[src/rtl/npc_pkg.sv]
package npc_pkg;

    localparam int XLEN      = 32;
    localparam int OP_W      = 6;
    localparam int FN_W      = 6;
    localparam int REG_W     = 5;
    localparam int IMM_W     = 16;
    localparam int JT_W      = 26;
    localparam int WORD_SH   = 2;
    localparam int REGION_W  = XLEN - JT_W - WORD_SH;

    localparam logic [OP_W-1:0]  OPC_SPECIAL = 6'h00;
    localparam logic [OP_W-1:0]  OPC_JUMP    = 6'h02;
    localparam logic [OP_W-1:0]  OPC_JLINK   = 6'h03;
    localparam logic [OP_W-1:0]  OPC_BREQ    = 6'h04;
    localparam logic [OP_W-1:0]  OPC_BRNE    = 6'h05;
    localparam logic [FN_W-1:0]  FN_REGJUMP  = 6'h08;
    localparam logic [REG_W-1:0] RA_INDEX    = 5'd31;
    localparam logic [XLEN-1:0]  STEP_BYTES  = 32'd4;

    typedef enum logic [2:0] {
        FLOW_SEQ,
        FLOW_BEQ,
        FLOW_BNE,
        FLOW_JMP,
        FLOW_JAL,
        FLOW_JREG
    } flow_e;

    typedef struct packed {
        flow_e             kind;
        logic [IMM_W-1:0]  off;
        logic [JT_W-1:0]   jt;
    } dec_t;

    typedef struct packed {
        logic [XLEN-1:0] seq;
        logic [XLEN-1:0] br;
        logic [XLEN-1:0] jmp;
    } targets_t;

    typedef struct packed {
        logic [XLEN-1:0]  npc;
        logic             lwe;
        logic [REG_W-1:0] lidx;
        logic [XLEN-1:0]  lval;
        logic             mis;
    } flow_out_t;

    function automatic logic [XLEN-1:0] word_off(input logic [IMM_W-1:0] imm);
        logic [XLEN-1:0] ext;
        ext = {{(XLEN-IMM_W){imm[IMM_W-1]}}, imm};
        return ext << WORD_SH;
    endfunction

    function automatic logic [XLEN-1:0] region_join(input logic [XLEN-1:0] base,
                                                    input logic [JT_W-1:0] jt);
        return {base[XLEN-1 -: REGION_W], jt, {WORD_SH{1'b0}}};
    endfunction

endpackage

[src/rtl/npc_decode.sv]
module npc_decode
    import npc_pkg::*;
(
    input  logic [XLEN-1:0] instr,
    output dec_t            dec
);
    logic [OP_W-1:0] opc;
    logic [FN_W-1:0] fn;

    assign opc = instr[XLEN-1 -: OP_W];
    assign fn  = instr[FN_W-1:0];

    always_comb begin
        dec.off = instr[IMM_W-1:0];
        dec.jt  = instr[JT_W-1:0];
        unique case (opc)
            OPC_JUMP:    dec.kind = FLOW_JMP;
            OPC_JLINK:   dec.kind = FLOW_JAL;
            OPC_BREQ:    dec.kind = FLOW_BEQ;
            OPC_BRNE:    dec.kind = FLOW_BNE;
            OPC_SPECIAL: dec.kind = (fn == FN_REGJUMP) ? FLOW_JREG : FLOW_SEQ;
            default:     dec.kind = FLOW_SEQ;
        endcase
    end
endmodule

[src/rtl/npc_targets.sv]
module npc_targets
    import npc_pkg::*;
(
    input  logic [XLEN-1:0] pc,
    input  dec_t            dec,
    output targets_t        tgt
);
    logic [XLEN-1:0] pc_next;

    assign pc_next  = pc + STEP_BYTES;
    assign tgt.seq  = pc_next;
    assign tgt.br   = pc_next + word_off(dec.off);
    assign tgt.jmp  = region_join(pc_next, dec.jt);
endmodule

[src/rtl/npc_select.sv]
module npc_select
    import npc_pkg::*;
(
    input  dec_t            dec,
    input  targets_t        tgt,
    input  logic [XLEN-1:0] a_val,
    input  logic [XLEN-1:0] b_val,
    output flow_out_t       res
);
    logic same;

    assign same = (a_val == b_val);

    always_comb begin
        res.npc  = tgt.seq;
        res.lwe  = 1'b0;
        res.lidx = '0;
        res.lval = '0;
        res.mis  = 1'b0;
        unique case (dec.kind)
            FLOW_BEQ:  if (same)  res.npc = tgt.br;
            FLOW_BNE:  if (!same) res.npc = tgt.br;
            FLOW_JMP:  res.npc = tgt.jmp;
            FLOW_JAL: begin
                res.npc  = tgt.jmp;
                res.lwe  = 1'b1;
                res.lidx = RA_INDEX;
                res.lval = tgt.seq;
            end
            FLOW_JREG: begin
                res.npc = a_val;
                res.mis = |a_val[WORD_SH-1:0];
            end
            default: ;
        endcase
    end
endmodule

[src/rtl/npc_unit.sv]
module npc_unit
    import npc_pkg::*;
#(
    parameter logic [31:0] RESET_PC = 32'h0000_0000
) (
    input  logic        clk,
    input  logic        rst,
    input  logic [31:0] pc_i,
    input  logic [31:0] instr_i,
    input  logic [31:0] rs_val_i,
    input  logic [31:0] rt_val_i,
    output logic [31:0] next_pc_o,
    output logic        link_we_o,
    output logic [4:0]  link_idx_o,
    output logic [31:0] link_val_o,
    output logic        misalign_o
);
    dec_t      dec;
    targets_t  tgt;
    flow_out_t res;
    flow_out_t res_q;

    npc_decode u_dec (
        .instr (instr_i),
        .dec   (dec)
    );

    npc_targets u_tgt (
        .pc  (pc_i),
        .dec (dec),
        .tgt (tgt)
    );

    npc_select u_sel (
        .dec   (dec),
        .tgt   (tgt),
        .a_val (rs_val_i),
        .b_val (rt_val_i),
        .res   (res)
    );

    always_ff @(posedge clk) begin
        if (rst) begin
            res_q.npc  <= RESET_PC;
            res_q.lwe  <= 1'b0;
            res_q.lidx <= '0;
            res_q.lval <= '0;
            res_q.mis  <= 1'b0;
        end else begin
            res_q <= res;
        end
    end

    assign next_pc_o  = res_q.npc;
    assign link_we_o  = res_q.lwe;
    assign link_idx_o = res_q.lidx;
    assign link_val_o = res_q.lval;
    assign misalign_o = res_q.mis;
endmodule

[config.mk]
export PLATFORM = sky130hd
export DESIGN_NAME = npc_unit
export DESIGN_NICKNAME = d
export VERILOG_FILES = /design/src/rtl/npc_pkg.sv /design/src/rtl/npc_decode.sv /design/src/rtl/npc_targets.sv /design/src/rtl/npc_select.sv /design/src/rtl/npc_unit.sv
export SDC_FILE = /design/constraint.sdc
export NUM_CORES = 1
export LEC_CHECK = 0
export BUFFER_PORTS_ARGS = -buffer_cell sky130_fd_sc_hd__buf_2
export CAP_MARGIN = 0
export CORE_MARGIN = 3
export CORE_UTILIZATION = 53
export CTS_CLUSTER_SIZE = 24
export DETAILED_ROUTE_END_ITERATION = 8
export PLACE_DENSITY = 0.87
export SYNTH_ARGS = -nofsm -noshare
export SYNTH_HDL_FRONTEND = slang
export SYNTH_SLANG_ARGS = --single-unit
[constraint.sdc]
create_clock -name clk -period 6.93 [get_ports clk]
set_clock_uncertainty 0.1 [all_clocks]
set_input_delay 0.693 -clock clk [delete_from_list [all_inputs] [get_ports clk]]
set_output_delay 0.693 -clock clk [all_outputs]
set_load 0.03 [all_outputs]
* After elaboration in Yosys (flattened, before gate mapping)
Cells that the tools add are included.
Storage, ports and cells: bits of input ports 130, register bits 71, logic and storage cells 31
Cells by class: add/sub/neg operators 2, bitwise gates (word level) 2, reductions and logical operators 5, equality and inequality tests 11, muxes and demuxes 6
Operators by type and width (number):
- $pmux 32 s4 | 1
- $mux 32 | 2
- $mux 38 | 1
- $add 32x3->32 const B | 1
- $add 32x32->32 | 1
- $eq 32x32->1 | 1
- $pmux 3 s5 | 1
- $eq 6x2->1 const B | 2
- $eq 6x3->1 const B | 2
- $reduce_or 2->1 | 4
- $eq 3x2->1 const B | 2
- $eq 3x3->1 const B | 2
- $eq 6x4->1 const B | 1
- $logic_not 6->1 | 1
- $eq 3x1->1 const B | 1
- $mux 3 | 1
- $not 1->1 | 2

* Depth between registers and ports, before layout
Gate-level depths: netlist (run 1).
word-level depth 6, depth in mapped cells 15, mapped depth without buffers 15

* By module
A second synthesis (run 1) with hierarchy kept.
Unflattened totals: cell total of the unflattened synthesis 975, area, all modules 7485.9 um2
By module, submodules not included:
- npc_select | cells each 439, area an instance 2791.4 um2, seq. area each 0.0 um2, instances 1
- npc_targets | cells each 334, area an instance 2391.0 um2, seq. area each 0.0 um2, instances 1
- npc_unit | cells each 149, area an instance 1900.6 um2, seq. area each 1421.4 um2, instances 1
- npc_decode | cells each 53, area an instance 402.9 um2, seq. area each 0.0 um2, instances 1

* Worst setup path before layout (run 1)
Ideal clock, no wire load.
kind input to register, start input pc_i[8], end register res_q, in the netlist next_pc_o[28], arrival time 3.422 ns, required time 6.754 ns, slack 3.332 ns, stages on the path 14, setup time 0.076 ns, buffers on the path 0, cells stage by stage nand4_2 -> nor4_4 -> nand3_1 -> xor2_1 -> inv_1 -> ha_1 -> and4_1 -> nand2_1 -> a2bb2oi_1 -> o21ai_1 -> o221a_2 -> o31ai_2 -> mux2_1 -> o22ai_1
RTL lines:
- start: declaration | RTL line npc_unit.sv:8 | input logic [31:0] pc_i,
- end signal: assignment | RTL line npc_unit.sv:50 | res_q <= res;
- end: declaration | RTL line npc_unit.sv:21 | flow_out_t res_q;

==> results.json, run 1 <==
{
  "min_path_type": "input pin to flop",
  "start_util_pct": 55.05,
  "grt_overflow": 0,
  "finalSetupViolations": 0,
  "crit_required_ns": 7.04,
  "instances_no_fill": 875,
  "cts_sinks": 66,
  "rows": 34,
  "grt_pass1_vias": 5255,
  "grt_first_pass_wirelength_mm": 25.82,
  "cts-hold-fix-buffers": 0,
  "via_per_inst": 6.146,
  "final.period_utilization_pct": 58.59,
  "synth_cell_types": 64,
  "max-vdd-ir-drop_v": 0.0001212,
  "areaGrowthSynthToFinish_pct": 25.60,
  "place.gp.congestion": 0.9431,
  "die_area_um2": 10280,
  "worst-endpoint-arrival_ns": 4.17,
  "post-route-min-period_ns": 4.060,
  "dp_cells": 859,
  "postCtsResizedCells": 0,
  "synth_edf_count": 0,
  "synth-compound-area-share_pct": 22.38,
  "via_count": 5378,
  "synth_xor_xnor_area_share_pct": 14.89,
  "synth_top_family_by_area": "compound AO/OA/AOI/OAI gates",
  "power_leakage_nw": 2.950,
  "drtAntennaViolNets": 0,
  "cts_tree": "built",
  "synth_seq_area_share_pct": 27.39,
  "synth_adder_area_share_pct": 9.492,
  "wl_per_cell_um": 19.47,
  "drc": 2,
  "wirelength_mm": 17.04,
  "layout-drive-gt1-share_pct": 30.51,
  "layout_setup_ws_ns": 2.870,
  "clockRootBuffer": "clkbuf_8",
  "syn-cell-area_um2": 4825,
  "violations": "design-rule violations",
  "dp_hpwl_mm": 13.32,
  "setup.worst_path.end_class": "flop",
  "postSynthNetCount": 742,
  "synth_ff_type": "dfxtp_1",
  "crit_fanout": 5,
  "min-delay-start": "pc_i[2]",
  "synth_seq_cells": 66,
  "antenna_found_initial": 0,
  "grt_usage_pct": 32.04,
  "dieWidth_um": 101.4,
  "synth.avg_cell_area_um2": 8.376,
  "clk_path_buf_depth": 2,
  "yosys.area_share.simple_pct": 20.54,
  "n_antenna_cell": 0,
  "port_buffers": 200,
  "slew_violations": 0,
  "crit_chain": "buf_2 > ha_1 > nand4_1 > nor3_2 > nand4_1 > xnor2_1 > ha_1 > a21o_1 > a21o_1 > a21oi_1 > o22ai_1 > or3_1 > a21bo_1 > xnor2_1 > o21ai_1",
  "start_kind": "input pin",
  "crit_type": "input pin to flop",
  "fp.dieH_um": 101.4,
  "io_pins": 201,
  "muxShareOfSynthArea_pct": 0.4668,
  "first_iter_violations": 506,
  "syn_inst": 576,
  "cts.clk_slew.worst_paths_ns": 0.08,
  "nets": 928,
  "p_per_area_nw_per_um2": 180.9,
  "fin_tns_setup_ns": 0,
  "startpoint": "pc_i[2]",
  "cap_viol_max_count": 0,
  "post-place-ws_ns": 2.599,
  "grt_max_degree": 38,
  "yosys_warnings": 0,
  "htreeDepth": 3,
  "hold_viol_final": 0,
  "max_stage_delay_ns": 0.42,
  "crit_slowest_cell": "or3_1",
  "tightest_slew_ns": 0.8365,
  "first_pass_iters": 9,
  "core-area_um2": 8763,
  "status": "finished with violations",
  "p_total_mw": 1.096,
  "async_flop_share_pct": 0,
  "rsz0062_at_grt": "false",
  "maxSlewHeadroom_pct": 44.07,
  "cts_setup_buffers": 0,
  "fmax_mhz": 246.3,
  "cts_buffers": 9
}
==> metal layers <==
layer | global-route usage, % | up-vias | wire, um
li1 | - | 2482 | -
met5 | 0 | - | 0
met2 | 53.37 | 336 | 8075
met1 | 39.42 | 2504 | 6675
met4 | 14.52 | 0 | 699
met3 | 7.163 | 56 | 1588
==> through the flow <==
stage	area, um2	hold WS (ns)	util (%)
floorplan	4825	0.6654	-
global placement	5839	0.8205	66.63
detailed placement	5839	0.8295	66.63
CTS	6060	0.4584	69.15
global route	6060	0.4746	69.15
finish	6060	0.4747	69.15
==> cell type report <==
cell class | instances | area, um2
inverter | 24 | 90.09
clock buffer | 12 | 145.1
clock inverter | 4 | 75.07
multi-input combinational | 458 | 3269
tap | 108 | 135.1
sequential | 66 | 1321
fill | 735 | 2704
timing repair buffer | 203 | 1023
==> cells in the final DEF (no fill, tap or decap), types with 6 or more instances in the layout <==
cell / Yosys / layout
nor4_1: 12 / 12
o21ai_1: 9 / 9
a21oi_1: 45 / 45
nand3_1: 17 / 17
a22oi_1: 6 / 6
xnor2_1: 33 / 33
and2_1: 20 / 20
buf_2: 4 / 200
dfxtp_1: 66 / 66
xor2_1: 49 / 49
o21ai_0: 10 / 10
ha_1: 35 / 35
inv_1: 24 / 24
clkbuf_8: 0 / 10
a21o_1: 13 / 13
nor3_1: 8 / 8
nand4_1: 13 / 13
a222oi_1: 23 / 23
nor2_1: 39 / 39
and3_1: 6 / 6
nand2_1: 41 / 41
o22ai_1: 12 / 12
==> critical path: cells and delay by family <==
family	cells	cell delay [ns]
fa+ha+maj	2	0.60
compound gates	6	1.01
simple gates	4	1.22
buf+inv	1	0.13
xor+xnor	2	0.51
==> report_power, final <==
part	switching [mW]	internal, mW	leakage (nW)
sequential	0.00319	0.392	0.540
combinational	0.199	0.131	2.31
clock	0.158	0.213	0.103
total	0.360	0.736	2.95
==> Yosys cell counts (all sizes together), types with 10 or more instances <==
library cell,count,area share [%]
a21o,13,2.0
a21oi,45,4.7
a222oi,23,4.8
and2,20,2.6
buf,13,1.8
clkbuf,15,1.2
dfxtp,66,27
ha,35,9.1
inv,24,1.9
nand2,42,3.4
nand3,18,2.0
nand4,14,1.9
nor2,40,3.2
nor3,10,1.4
nor4,13,2.0
o21ai,20,2.2
o22ai,12,1.6
xnor2,33,6.0
xor2,49,8.9
==> registers in the layout (all words and copies together) (netlist names) <==
| signal | count |
|---|---|
| next_pc_o | 32 |
| link_idx_o | 1 |
| link_val_o | 32 |
| misalign_o | 1 |
==> final timing paths <==
path                        end  slack (ns)  cells after the start
setup / recovery  next_pc_o[29]        2.87                     15
hold / removal    link_val_o[2]        0.47                      2
==> kinds of logic after synthesis <==
family,count (synthesis)
simple gates,183
compound gates,155
xor+xnor,82
flops,66
buf+inv,52
fa+ha+maj,36
mux,2
No activity file was read; power rests on OpenSTA's default activity.
==> run 2: changes to the inputs <==
Settings changed: CORE_UTILIZATION 53 to 44, PLACE_DENSITY 0.87 to 0.77.
Clock period 6.93 ns to 3.32 ns, I/O delays scaled along.
==> results.json, run 2 (synthesis gave the netlist of run 1 again) <==
{
  "status": "finished, final reports clean",
  "grt_max_degree": 38,
  "layout_setup_ws_ns": 0.06000,
  "finalSetupViolations": 0,
  "p_seq_share_pct": 35.2,
  "crit_chain": "buf_2 > ha_2 > nand4_1 > nor3_2 > buf_4 > nand2_1 > xnor2_2 > ha_1 > and4_4 > nand2_1 > a2bb2oi_2 > o21ai_2 > o221a_2 > o31ai_4 > mux2_4 > o22ai_1",
  "whs_ns": 0.08773,
  "intPower_mw": 1.559,
  "mostFrequentLayoutCell": "buf_2",
  "via_count": 5745,
  "cts_sinks": 66,
  "maxSlewHeadroom_pct": 58.87,
  "slew_violations": 0,
  "setup.worst_path.end_class": "flop",
  "drc": 0,
  "critPathMostFrequentCell": "nand2_1",
  "max-vdd-ir-drop_v": 0.0001685,
  "post-place-ws_ns": -0.3782,
  "cap_viol_max_count": 0,
  "num-fill-cells": 864,
  "core-area_um2": 10510,
  "port_buffers": 200,
  "clockRootBuffer": "clkbuf_8",
  "power_leakage_nw": 3.486,
  "grt_overflow": 0,
  "met1_usage_pct": 36.40,
  "start_kind": "input pin",
  "areaGrowthSynthToFinish_pct": 44.27,
  "post-route-min-period_ns": 3.260,
  "layout_common_cells": "buf_2 (200), buf_4 (102), dfxtp_1 (66)",
  "worst-endpoint-arrival_ns": 3.44,
  "crit_type": "input pin to flop",
  "final.period_utilization_pct": 98.19,
  "grt_pass1_vias": 5801,
  "grt.busiest_layer": "met2",
  "rows": 37,
  "layout-drive-gt1-share_pct": 41.27,
  "wirelength_mm": 18.61,
  "p_per_area_nw_per_um2": 336.9,
  "power_frac_clock_pct": 29.2,
  "antenna_found_initial": 1,
  "drtAntennaViolNets": 0,
  "p_sw_mw": 0.7862,
  "critical-path-top-delay-family": "compound AO/OA/AOI/OAI gates",
  "wl_per_cell_um": 18.57,
  "first_iter_violations": 569,
  "nets": 1027,
  "min_path_type": "input pin to flop",
  "hold_viol_final": 0,
  "crit_slowest_cell": "ha_1",
  "crit_required_ns": 3.50,
  "dp_hpwl_mm": 14.58,
  "crit_fanout": 5,
  "via_per_inst": 5.734,
  "sw_frac_of_total_pct": 33.53,
  "fp.dieH_um": 110.7,
  "dieWidth_um": 110.7,
  "place.gp.congestion": 0.9637,
  "grt_usage_pct": 28.96,
  "start_util_pct": 45.91,
  "io_pins": 201,
  "max_stage_delay_ns": 0.32,
  "die_area_um2": 12260,
  "htreeDepth": 3,
  "clk_path_buf_depth": 2,
  "fin_tns_setup_ns": 0,
  "path_buf_inv": 2,
  "cts_buffers": 9,
  "pwr-share-comb_pct": 35.6,
  "cts.clk_slew.worst_paths_ns": 0.07,
  "grt_first_pass_wirelength_mm": 28.88,
  "first_pass_iters": 7,
  "fmax_mhz": 306.7,
  "cts_tree": "built",
  "cts-hold-fix-buffers": 0,
  "tightest_slew_ns": 0.6149,
  "grtUsageMet2_pct": 48.10,
  "grt_use_met3_pct": 6.605
}
-- run 2: cell types whose count changed in the layout (fill, tap and decap cells not counted), moves of 5 or more --
cell and change:
a21oi_1 -5, buf_4 +99, xnor2_1 -7, a21oi_2 +5
xnor2_2 +7
-- run 2: what timing repair did --
| action | in CTS | in global routing |
|---|---|---|
| endpoints found under the hold margin | 0 | 0 |
| pin swaps | 0 | 15 |
| resized for setup | 1 | 28 |
| endpoints found under the setup margin | 1 | 9 |
| buffers inserted | 0 | 5 |
-- run 2: power groups by stage --
stage	Sequential (mW)	Combinational, mW	Clock (mW)
CTS	0.826	0.793	0.688
detailed placement	0.844	0.785	0
floorplan	0.897	0.373	0
global route	0.828	0.895	0.723
finish	0.826	0.835	0.684
global placement	0.844	0.767	0
-- run 2: worst paths after layout --
| path | start | slack [ns] | cells past startpoint | endpoint |
|---|---|---|---|---|
| setup / recovery | pc_i[2] | 0.06 | 16 | next_pc_o[28] |
| hold / removal | pc_i[0] | 0.09 | 2 | link_val_o[0] |
-- run 2: per-layer routing --
metal,vias to the layer above,part of all wire [%]
met5,-,0
met4,0,3.7
met3,67,8.9
met2,377,47
met1,2625,41
li1,2676,-
-- run 2: through the flow --
step | area, um2 | util [%] | power (mW) | cells
global route | 6960 | 66.23 | 2.445 | 1002
global placement | 6580 | 62.61 | 1.610 | 981
finish | 6960 | 66.23 | 2.345 | 1002
CTS | 6773 | 64.45 | 2.308 | 996
floorplan | 4825 | - | 1.270 | 576
detailed placement | 6580 | 62.61 | 1.629 | 981
-- run 2: final cells by class --
type / instances / area, um2 / share of cell area (%)
tap: 136 / 170.2 / 2.445
clock inverter: 3 / 40.04 / 0.5752
multi-input combinational: 458 / 3425 / 49.20
clock buffer: 12 / 145.1 / 2.085
timing repair buffer: 302 / 1767 / 25.38
sequential: 66 / 1321 / 18.98
inverter: 24 / 90.09 / 1.294
antenna: 1 / 2.502 / 0.03595
